### src/rtl/pwm_pkg.sv
package pwm_pkg;
   // control-word bit positions within one channel's byte
   localparam int CTL_EN     = 0;
   localparam int CTL_IDLE   = 3;
   localparam int CTL_INV    = 4;
   localparam int CTL_MS     = 7;
   localparam int CTL_STRIDE = 8;

   // byte addresses
   localparam int OFS_CTRL    = 'h00;
   localparam int OFS_RNG0    = 'h10;
   localparam int OFS_DAT0    = 'h14;
   localparam int CH_OFS_STEP = 'h10;

   typedef struct packed {
      logic ms;
      logic inv;
      logic idle;
      logic en;
   } chan_cfg_t;
endpackage

### src/rtl/pwm_regs.sv
module pwm_regs
   import pwm_pkg::*;
#(
   parameter int NCH    = 2,
   parameter int CNT_W  = 16,
   parameter int ADDR_W = 8,
   parameter int BUS_W  = 32
) (
   input  logic              clk,
   input  logic              rst_n,
   input  logic [ADDR_W-1:0] addr,
   input  logic              wr_en,
   input  logic [BUS_W-1:0]  wr_data,
   output logic [BUS_W-1:0]  rd_data,
   output chan_cfg_t         cfg_o [NCH],
   output logic [CNT_W-1:0]  rng_o [NCH],
   output logic [CNT_W-1:0]  dat_o [NCH]
);

   generate
      if (NCH * CTL_STRIDE > BUS_W) begin : g_bad_nch
         $error("pwm_regs: control word too narrow for NCH");
      end
      if (CNT_W < 2 || CNT_W > BUS_W) begin : g_bad_cnt
         $error("pwm_regs: CNT_W out of range");
      end
      if (OFS_DAT0 + NCH * CH_OFS_STEP > (1 << ADDR_W)) begin : g_bad_addr
         $error("pwm_regs: ADDR_W too small for map");
      end
   endgenerate

   always_ff @(posedge clk) begin
      if (!rst_n) begin
         for (int i = 0; i < NCH; i++) begin
            cfg_o[i] <= '0;
            rng_o[i] <= '0;
            dat_o[i] <= '0;
         end
      end else if (wr_en) begin
         for (int i = 0; i < NCH; i++) begin
            if (addr == ADDR_W'(OFS_CTRL)) begin
               cfg_o[i] <= '{ms:   wr_data[i*CTL_STRIDE + CTL_MS],
                              inv:  wr_data[i*CTL_STRIDE + CTL_INV],
                              idle: wr_data[i*CTL_STRIDE + CTL_IDLE],
                              en:   wr_data[i*CTL_STRIDE + CTL_EN]};
            end
            if (addr == ADDR_W'(OFS_RNG0 + i*CH_OFS_STEP))
               rng_o[i] <= wr_data[CNT_W-1:0];
            if (addr == ADDR_W'(OFS_DAT0 + i*CH_OFS_STEP))
               dat_o[i] <= wr_data[CNT_W-1:0];
         end
      end
   end

   always_comb begin
      rd_data = '0;
      for (int i = 0; i < NCH; i++) begin
         if (addr == ADDR_W'(OFS_CTRL)) begin
            rd_data[i*CTL_STRIDE + CTL_MS]   = cfg_o[i].ms;
            rd_data[i*CTL_STRIDE + CTL_INV]  = cfg_o[i].inv;
            rd_data[i*CTL_STRIDE + CTL_IDLE] = cfg_o[i].idle;
            rd_data[i*CTL_STRIDE + CTL_EN]   = cfg_o[i].en;
         end
         if (addr == ADDR_W'(OFS_RNG0 + i*CH_OFS_STEP))
            rd_data = BUS_W'(rng_o[i]);
         if (addr == ADDR_W'(OFS_DAT0 + i*CH_OFS_STEP))
            rd_data = BUS_W'(dat_o[i]);
      end
   end

   generate
      for (genvar g = 0; g < NCH; g++) begin : g_chk

         clear_all_chk: assert property (@(posedge clk) disable iff (!rst_n)
            (wr_en && addr == ADDR_W'(OFS_CTRL) && wr_data == '0) |=> !cfg_o[g].en);
      end
   endgenerate

endmodule

### src/rtl/pwm_chan.sv
module pwm_chan
   import pwm_pkg::*;
#(
   parameter int CNT_W    = 16,
   parameter bit HAS_DIST = 1'b1
) (
   input  logic             clk,
   input  logic             rst_n,
   input  logic             tick,
   input  chan_cfg_t        cfg,
   input  logic [CNT_W-1:0] rng_i,
   input  logic [CNT_W-1:0] dat_i,
   output logic             pin
);

   logic [CNT_W-1:0] cnt_q, acc_q, rng_a, dat_a;
   logic             level_q;
   logic             use_ms, wrap, ms_level;
   logic             d_level;
   logic [CNT_W-1:0] d_acc;

   // without the distributed variant every channel runs grouped
   assign use_ms   = cfg.ms | !HAS_DIST;
   assign wrap     = (rng_a == '0) || (cnt_q == rng_a - 1'b1);
   assign ms_level = (rng_a != '0) && (cnt_q < dat_a);

   generate
      if (HAS_DIST) begin : g_dist
         logic [CNT_W:0] sum;
         assign sum = {1'b0, acc_q} + {1'b0, dat_i};
         always_comb begin
            if (rng_i == '0 || dat_i == '0 || acc_q >= rng_i) begin
               d_level = 1'b0;
               d_acc   = '0;
            end else if (dat_i >= rng_i) begin
               d_level = 1'b1;
               d_acc   = '0;
            end else if (sum >= {1'b0, rng_i}) begin
               d_level = 1'b1;
               d_acc   = CNT_W'(sum - {1'b0, rng_i});
            end else begin
               d_level = 1'b0;
               d_acc   = sum[CNT_W-1:0];
            end
         end
      end else begin : g_no_dist
         assign d_level = 1'b0;
         assign d_acc   = '0;
      end
   endgenerate

   always_ff @(posedge clk) begin
      if (!rst_n) begin
         cnt_q   <= '0;
         acc_q   <= '0;
         rng_a   <= '0;
         dat_a   <= '0;
         level_q <= 1'b0;
      end else if (!cfg.en) begin
         cnt_q   <= '0;
         acc_q   <= '0;
         rng_a   <= rng_i;
         dat_a   <= dat_i;
         level_q <= 1'b0;
      end else if (tick) begin
         if (use_ms) begin
            level_q <= ms_level;
            acc_q   <= '0;
            if (wrap) begin
               cnt_q <= '0;
               rng_a <= rng_i;
               dat_a <= dat_i;
            end else begin
               cnt_q <= cnt_q + 1'b1;
            end
         end else begin
            level_q <= d_level;
            acc_q   <= d_acc;
            cnt_q   <= '0;
            rng_a   <= rng_i;
            dat_a   <= dat_i;
         end
      end
   end

   assign pin = cfg.en ? (level_q ^ cfg.inv) : cfg.idle;


   cnt_range_chk: assert property (@(posedge clk) disable iff (!rst_n)
      (cfg.en && use_ms && rng_a != '0) |-> (cnt_q < rng_a));


   restart_clear_chk: assert property (@(posedge clk) disable iff (!rst_n)
      $rose(cfg.en) |-> (cnt_q == '0 && acc_q == '0 && !level_q));


   hold_chk: assert property (@(posedge clk) disable iff (!rst_n)
      (cfg.en && !tick) |=> (!cfg.en || $stable(level_q)));


   sat_hi_chk: assert property (@(posedge clk) disable iff (!rst_n)
      (cfg.en && tick && !use_ms && rng_i != '0 && dat_i >= rng_i) |=>
         (!cfg.en || level_q));

endmodule

### src/rtl/duo_pwm.sv
module duo_pwm
   import pwm_pkg::*;
#(
   parameter int NCH      = 2,
   parameter int CNT_W    = 16,
   parameter int ADDR_W   = 8,
   parameter int BUS_W    = 32,
   parameter bit HAS_DIST = 1'b1
) (
   input  logic              clk,
   input  logic              rst_n,
   input  logic              tick,
   input  logic [ADDR_W-1:0] addr,
   input  logic              wr_en,
   input  logic [BUS_W-1:0]  wr_data,
   output logic [BUS_W-1:0]  rd_data,
   output logic [NCH-1:0]    pwm_out
);

   chan_cfg_t        cfg [NCH];
   logic [CNT_W-1:0] rng [NCH];
   logic [CNT_W-1:0] dat [NCH];

   pwm_regs #(
      .NCH(NCH), .CNT_W(CNT_W), .ADDR_W(ADDR_W), .BUS_W(BUS_W)
   ) u_regs (
      .clk(clk), .rst_n(rst_n), .addr(addr), .wr_en(wr_en),
      .wr_data(wr_data), .rd_data(rd_data),
      .cfg_o(cfg), .rng_o(rng), .dat_o(dat)
   );

   generate
      for (genvar c = 0; c < NCH; c++) begin : g_ch
         pwm_chan #(.CNT_W(CNT_W), .HAS_DIST(HAS_DIST)) u_chan (
            .clk(clk), .rst_n(rst_n), .tick(tick), .cfg(cfg[c]),
            .rng_i(rng[c]), .dat_i(dat[c]), .pin(pwm_out[c])
         );
      end
   endgenerate

endmodule

### config.mk
export PLATFORM = sky130hd
export DESIGN_NAME = duo_pwm
export DESIGN_NICKNAME = d
export VERILOG_FILES = /design/src/rtl/pwm_pkg.sv /design/src/rtl/pwm_regs.sv /design/src/rtl/pwm_chan.sv /design/src/rtl/duo_pwm.sv
export SDC_FILE = /design/constraint.sdc
export NUM_CORES = 1
export LEC_CHECK = 0
export BUFFER_PORTS_ARGS = -buffer_cell sky130_fd_sc_hd__buf_2
export CAP_MARGIN = 0
export CELL_PAD_IN_SITES_DETAIL_PLACEMENT = 0
export CELL_PAD_IN_SITES_GLOBAL_PLACEMENT = 2
export CORE_MARGIN = 2
export CORE_UTILIZATION = 41
export DETAILED_ROUTE_END_ITERATION = 7
export GPL_ROUTABILITY_DRIVEN = 0
export PLACE_DENSITY_LB_ADDON = 0.08
export REMOVE_ABC_BUFFERS = 1
export SETUP_SLACK_MARGIN = 0.15
export SYNTH_ARGS = -nofsm -noshare
export SYNTH_HDL_FRONTEND = slang
export SYNTH_SLANG_ARGS = --single-unit
### constraint.sdc
create_clock -name clk -period 6.23 [get_ports clk]
set_input_delay 1.246 -clock clk [delete_from_list [all_inputs] [get_ports clk]]
set_output_delay 1.246 -clock clk [all_outputs]
set_load 0.005 [all_outputs]
# Word level (Yosys, flattened, before mapping)
# Cells that the tools add are included.
# Widths: inputs -> output; s select.
[classes]
n_lt_le_gt_ge = 8
eq_ne = 10
n_mux = 48
reduce_logical = 26
add_sub_neg = 8
bitwise_logic = 2
[op_table]
columns = ["cell", "n"]
rows = [
  ["$mux 16", 32],
  ["$logic_not 16->1", 6],
  ["$ge 16x16->1", 4],
  ["$add 16x16->17", 2],
  ["$ge 17x16->1", 2],
  ["$add 16x1->16 const B", 2],
  ["$eq 16x16->1", 2],
  ["$lt 16x16->1", 2],
  ["$reduce_bool 16->1", 2],
  ["$sub 16x1->16 const B", 2],
  ["$sub 16x16->16", 2],
  ["$reduce_and 2->1", 9],
  ["$eq 8x5->1 const B", 2],
  ["$eq 8x6->1 const B", 2],
  ["$mux 1", 14],
  ["$logic_not 8->1", 1],
  ["$logic_or 1x1->1", 6],
  ["$ne 3x2->1 const B", 2],
  ["$mux 2", 2],
  ["$ne 2x2->1 const B", 2],
  ["$logic_and 1x1->1", 2],
  ["$xor 1x1->1", 2],
]
[word_totals]
elab_cells = 124
ff_bits = 202

# Depth between registers and ports, before layout
[depth]
ltp_word = 7
mapped_depth = 19

# Modules after synthesis
# A second synthesis with hierarchy kept.
[unflattened]
cells_unflattened = 1885
hier_area_um2 = 15521.1
[modules_own_cells]
columns = ["module", "cells_per_inst", "seq_area_each_um2", "area_per_inst_um2", "instances"]
rows = [
  ["pwm_chan at g_ch[1].u_chan", 754, 1301.2, 5988.2, 1],
  ["pwm_chan at g_ch[0].u_chan", 740, 1301.2, 5899.4, 1],
  ["pwm_regs", 391, 1441.4, 3633.5, 1],
]

# Worst setup path after synthesis
# Ideal clock, no wire load.
[synth_timing]
path_kind = "in2out"
startpoint = "input addr[1]"
endpoint = "output rd_data[11]"
arrival_ns = 3.011
cell_stages = 6
path_slack_ns = 1.973
cell_sequence = "nor3_1 nand2_1 nor4_1 clkbuf_1 a22oi_1 a31oi_1"
[synth_via]
elab_chain_cells = 6
elab_cells_between_ends = 10
cone_classes = "eq/ne: 4; mux: 5; reduce/logical: 1"
[synth_lines]
columns = ["item", "line", "rtl"]
rows = [
  ["from (decl)", "duo_pwm.sv:13", "input logic [ADDR_W-1:0] addr,"],
  ["$eq 8x5->1", "pwm_regs.sv:64", "if (addr == ADDR_W'(OFS_RNG0 + i*CH_OFS_STEP))"],
  ["$mux 16", "pwm_regs.sv:64", ""],
  ["$mux 16", "pwm_regs.sv:66", "if (addr == ADDR_W'(OFS_DAT0 + i*CH_OFS_STEP))"],
  ["$mux 2", "pwm_regs.sv:58", "if (addr == ADDR_W'(OFS_CTRL)) begin"],
  ["$mux 16", "pwm_regs.sv:64", ""],
  ["$mux 16 (*)", "pwm_regs.sv:66", ""],
  ["to (decl)", "duo_pwm.sv:16", "output logic [BUS_W-1:0] rd_data,"],
]
# Every way passes the cells marked *; elsewhere a longest branch is shown, timed or not.

# Worst setup path after layout
[layout_timing]
startpoint = "register u_regs.dat_o[16] (netlist name)"
endpoint = "register g_ch[0].u_chan.acc_q[0]"
[layout_via]
elab_chain_cells = 6
elab_cells_between_ends = 11
cone_classes = "add/sub: 2; order compare: 2; mux: 4; reduce/logical: 3"
[layout_lines]
columns = ["item", "line", "rtl"]
rows = [
  ["from (decl)", "pwm_regs.sv:17", "output logic [CNT_W-1:0] dat_o [NCH]"],
  ["from (signal, indexed assignment)", "pwm_regs.sv:50", "dat_o[i] <= wr_data[CNT_W-1:0];"],
  ["$add 16x16->17", "pwm_chan.sv:30", "assign sum = {1'b0, acc_q} + {1'b0, dat_i};"],
  ["$sub 16x16->16 or $ge 17x16->1 (tied branches)", "pwm_chan.sv:40, pwm_chan.sv:38", ""],
  ["$mux 16", "pwm_chan.sv:38", "end else if (sum >= {1'b0, rng_i}) begin"],
  ["$mux 16", "pwm_chan.sv:35", "end else if (dat_i >= rng_i) begin"],
  ["$mux 16 (*)", "pwm_chan.sv:32", "if (rng_i == '0 || dat_i == '0 || acc_q >= rng_i) begin"],
  ["$mux 16 (*)", "pwm_chan.sv:66", "if (use_ms) begin"],
  ["to (signal assigned)", "pwm_chan.sv:61", "acc_q <= '0;"],
  ["to (signal assigned)", "pwm_chan.sv:68", "acc_q <= '0;"],
  ["to (signal assigned)", "pwm_chan.sv:78", "acc_q <= d_acc;"],
  ["to (decl)", "pwm_chan.sv:16", "logic [CNT_W-1:0] cnt_q, acc_q, rng_a, dat_a;"],
]
# Marked as above.
# A chain may end at the register's enable or synchronous reset.

==> impl_metrics.prom <==
# TYPE chip_impl_metric gauge
chip_impl_metric{name="synth_simple_gate_area_share",unit=""} 0.222
chip_impl_metric{name="portBuffers",unit=""} 45
chip_impl_metric{name="post_synth.cell_area_avg",unit="um2"} 7.95
chip_impl_metric{name="num_antenna_cells",unit=""} 0
chip_impl_metric{name="leak_pwr",unit="nW"} 6.43
chip_impl_metric{name="grt_overflow",unit=""} 0
chip_impl_metric{name="total_switching_power",unit="mW"} 0.687
chip_impl_metric{name="comb_power_share",unit=""} 0.030
chip_impl_metric{name="internal_power",unit="mW"} 2.21
chip_impl_metric{name="final_core_util",unit=""} 0.451
chip_impl_metric{name="place_ws",unit="ns"} 1.18
chip_impl_metric{name="first_global_vias",unit=""} 12600
chip_impl_metric{name="dp_cells",unit=""} 2355
chip_impl_metric{name="power.share.switching",unit=""} 0.237
chip_impl_metric{name="cts_repair_resize_count",unit=""} 0
chip_impl_info{name="cell_at_the_root_of_the_clock_tree",value="clkbuf_16"} 1
chip_impl_metric{name="design.portCount",unit=""} 78
chip_impl_metric{name="fraction_of_layout_instances_using_a_drive_strength_above_1",unit=""} 0.0813
chip_impl_metric{name="placeableCoreArea",unit="um2"} 36500
chip_impl_metric{name="powerDensity",unit="nW/um2"} 176
chip_impl_metric{name="design.die.area",unit="um2"} 38500
chip_impl_info{name="grt_setup_unrepaired",value="no"} 1
chip_impl_metric{name="drt_wl_total",unit="mm"} 49.0
chip_impl_info{name="route.top_layer_used",value="met4"} 1
chip_impl_info{name="synth_top_flop_cell",value="dfxtp_1"} 1
chip_impl_metric{name="routed_wire_length_per_instance",unit="um"} 20.4
chip_impl_metric{name="m1WireLength",unit="mm"} 24.7
chip_impl_metric{name="final_area",unit="um2"} 16500
chip_impl_metric{name="ys_warn_count",unit=""} 0
chip_impl_metric{name="syn_to_final_growth",unit="%"} 8.63
chip_impl_info{name="criticalPathCategory",value="reg -> reg"} 1
chip_impl_metric{name="worst-endpoint-arrival",unit="ns"} 5.58
chip_impl_metric{name="wl_met3",unit="mm"} 3.15
chip_impl_metric{name="power.sequential.fraction",unit=""} 0.446
chip_impl_metric{name="track_usage",unit=""} 0.253
chip_impl_metric{name="final-hold-violation-count",unit=""} 0
chip_impl_metric{name="power.clock.fraction",unit=""} 0.524
chip_impl_metric{name="final_nets",unit=""} 2125
chip_impl_metric{name="hold_slack",unit="ns"} 0.452
chip_impl_metric{name="worstMarginPinSlew",unit="ns"} 1.10
chip_impl_metric{name="timing.clock.skew",unit="ns"} 0.0116
chip_impl_metric{name="synth-edff-count",unit=""} 0
chip_impl_metric{name="muxShareOfSynthArea",unit=""} 0.0407
chip_impl_info{name="timing.critical_path.to_type",value="flop"} 1
chip_impl_metric{name="vdd.ir_drop.worst",unit="mV"} 0.182
chip_impl_metric{name="finalPower",unit="mW"} 2.90
chip_impl_metric{name="row_count",unit=""} 70
chip_impl_metric{name="register_area_share_after_synthesis",unit=""} 0.267
chip_impl_metric{name="detail_route.vias_per_cell",unit=""} 5.63
chip_impl_info{name="layout.cells.most_common_list",value="nand2_1 (333), dfxtp_1 (202), ha_1 (162)"} 1
chip_impl_metric{name="cts_sinks",unit=""} 202
chip_impl_metric{name="synth_xor_xnor_area_share",unit=""} 0.0636
chip_impl_metric{name="async_flop_share",unit=""} 0
chip_impl_metric{name="clk_pin_slew",unit="ns"} 0.06
chip_impl_metric{name="post-synth-top-area-fraction",unit=""} 0.267
chip_impl_metric{name="drc",unit=""} 0
chip_impl_metric{name="report.final.setup_viol",unit=""} 0
chip_impl_metric{name="critPathMaxFanout",unit=""} 16
chip_impl_metric{name="detailroute.via_count",unit=""} 13500
chip_impl_info{name="main_combinational_cell_family_by_area_after_synthesis",value="simple AND/OR/NAND/NOR gates"} 1
chip_impl_metric{name="floorplan.initialDensity",unit=""} 0.415
chip_impl_metric{name="fin_max_slew_vios",unit=""} 0
chip_impl_metric{name="ys_seq_elements",unit=""} 202
chip_impl_metric{name="violation_count_after_the_first_detailed_routing_iteration",unit=""} 1111
chip_impl_info{name="hold_class",value="reg -> reg"} 1
chip_impl_metric{name="timing.final.ws_setup",unit="ns"} 1.12
chip_impl_metric{name="netlist_area_pre_place",unit="um2"} 15200
chip_impl_metric{name="yosys.area_share.adder",unit=""} 0.139
chip_impl_metric{name="cts_buffers",unit=""} 26
chip_impl_metric{name="grt_start_max_net_pins",unit=""} 78
chip_impl_metric{name="slew_headroom",unit=""} 0.263
chip_impl_metric{name="synth_cell_type_count",unit=""} 81
chip_impl_metric{name="netlist_instances",unit=""} 1907
chip_impl_metric{name="detailed_place.area",unit="um2"} 15600
chip_impl_info{name="start_kind",value="flop"} 1
chip_impl_metric{name="htree_num_levels",unit=""} 1
chip_impl_info{name="netlist_top_cells_area",value="dfxtp_1 (27%), ha_1 (13%), nand2_1 (8.2%)"} 1
chip_impl_metric{name="fmax",unit="MHz"} 196
chip_impl_metric{name="fillers",unit=""} 3707
chip_impl_info{name="outcome",value="finished clean"} 1
chip_impl_metric{name="final_antenna_violating_net_count",unit=""} 0
chip_impl_metric{name="chipWidth",unit="um"} 196
chip_impl_metric{name="clock_insertion_delay_worst_skew",unit="ns"} 0.56
chip_impl_metric{name="cts_setup_buffers",unit=""} 0
chip_impl_metric{name="detailroute.wirelength.met2",unit="mm"} 20.3
chip_impl_metric{name="cts_buffer_depth",unit=""} 3
chip_impl_metric{name="final.min_clock_period",unit="ns"} 5.11
chip_impl_metric{name="detailed_place_hpwl",unit="mm"} 36.0
chip_impl_metric{name="floorplan.die.height",unit="um"} 196
chip_impl_info{name="cts_tree",value="yes"} 1
chip_impl_metric{name="maxCapViolCount",unit=""} 0
chip_impl_metric{name="grt_pass1_wl",unit="mm"} 75.4
chip_impl_info{name="most_common_library_cell_in_the_layout_ignoring_fill_and_taps",value="nand2_1"} 1
chip_impl_metric{name="detail_route.first_pass.iterations",unit=""} 8
chip_impl_metric{name="cts_hold_buffers",unit=""} 0
chip_impl_metric{name="required_time_at_the_endpoint_of_the_critical_path",unit="ns"} 6.71
chip_impl_metric{name="totalNegativeSetupSlack",unit="ns"} 0
chip_impl_info{name="most_area_hungry_cell_type_in_the_yosys_netlist",value="dfxtp_1"} 1
chip_impl_metric{name="synth_compound_area_frac",unit=""} 0.208
chip_impl_metric{name="fin_cells",unit=""} 2400
chip_impl_metric{name="grt_antenna_before_repair",unit=""} 0
chip_impl_metric{name="layout_worst_path_cycle_share",unit=""} 0.820
-- layer usage --
| layer | vias to the layer above | track usage |
|---|---|---|
| met5 | - | 0 |
| met2 | 334 | 0.374 |
| met4 | 0 | 0.0558 |
| li1 | 6773 | - |
| met1 | 6357 | 0.380 |
| met3 | 49 | 0.0421 |
-- registers in the layout, indices dropped and copies added (netlist names) --
| register | cells |
|---|---|
| u_regs.rng_o | 32 |
| g_ch.u_chan.cnt_q | 32 |
| g_ch.u_chan.acc_q | 32 |
| g_ch.u_chan.rng_a | 32 |
| g_ch.u_chan.dat_a | 32 |
| u_regs.dat_o | 32 |
| u_regs.cfg_o | 8 |
| g_ch.u_chan.level_q | 2 |
-- kinds of logic after synthesis --
logic type | count (synthesis)
AO/OA/AOI/OAI | 454
XOR/XNOR | 110
adder cells (fa/ha/maj) | 166
buffers and inverters | 195
flip-flops | 202
multiplexers | 61
other | 1
AND/OR/NAND/NOR | 718
-- power groups by stage --
stage | Combinational (mW) | Clock (mW) | Sequential [mW]
final | 0.0883 | 1.52 | 1.29
after global routing | 0.0957 | 1.61 | 1.29
after CTS | 0.0872 | 1.55 | 1.29
after detailed placement | 0.0868 | 0 | 1.32
after global placement | 0.0868 | 0 | 1.32
after floorplan | 0.0344 | 0 | 1.32
-- synth_stat cells (all sizes together), types with 5 or more instances --
| library cell | number |
|---|---|
| nor4 | 33 |
| a211oi | 17 |
| a31oi | 15 |
| a222oi | 7 |
| or3 | 13 |
| ha | 162 |
| nand3 | 71 |
| mux2 | 5 |
| clkbuf | 54 |
| nor3b | 6 |
| dfxtp | 202 |
| nand2 | 333 |
| a21boi | 77 |
| nand4 | 29 |
| and4 | 5 |
| xor2 | 49 |
| and2 | 9 |
| o41ai | 7 |
| o31ai | 10 |
| o31a | 5 |
| a21oi | 77 |
| o21bai | 5 |
| o21ai | 109 |
| nor3 | 30 |
| a21o | 39 |
| a22oi | 21 |
| inv | 100 |
| or2 | 6 |
| o21a | 21 |
| nor2b | 18 |
| and3 | 11 |
| nor2 | 121 |
| nand2b | 17 |
| mux2i | 56 |
| buf | 41 |
| o211ai | 7 |
| xnor2 | 61 |
-- worst paths after layout --
path,from,endpoint,slack (ns),cells past startpoint
max,u_regs.dat_o[16]$_SDFFE_PN0P_,g_ch[0].u_chan.acc_q[0]$_SDFFE_PN0P_,1.12,19
min,g_ch[0].u_chan.dat_a[12]$_SDFFE_PN0P_,g_ch[0].u_chan.dat_a[12]$_SDFFE_PN0P_,0.45,2
max reg2reg,u_regs.dat_o[16]$_SDFFE_PN0P_,g_ch[0].u_chan.acc_q[0]$_SDFFE_PN0P_,1.12,19
min reg2reg,g_ch[0].u_chan.dat_a[12]$_SDFFE_PN0P_,g_ch[0].u_chan.dat_a[12]$_SDFFE_PN0P_,0.45,2
-- final cells by class --
class / instances / area (um2) / share of cell area
clock buffer: 35 / 726 / 0.0441
tap: 468 / 586 / 0.0356
clock inverter: 10 / 110 / 0.00669
timing repair buffer: 60 / 344 / 0.0209
multi-input combinational: 1525 / 10300 / 0.624
inverter: 100 / 375 / 0.0228
sequential: 202 / 4040 / 0.246
-- worst max-delay path, cell delays in order (launching register included) --
cell	delay, ns
dfxtp_1	0.58
ha_1	0.28
inv_1	0.07
fa_1	0.40
nor2b_1	0.19
o2111ai_1	0.16
a21boi_1	0.31
o21a_1	0.15
nor2_1	0.04
xnor2_1	0.21
ha_1	0.32
a21oi_1	0.39
o21ai_0	0.17
a21oi_1	0.21
a21o_1	0.19
nand2_1	0.07
o41ai_2	0.39
buf_4	0.37
mux2_2	0.37
o21ai_0	0.13
Power figures use the tool's default switching activity.
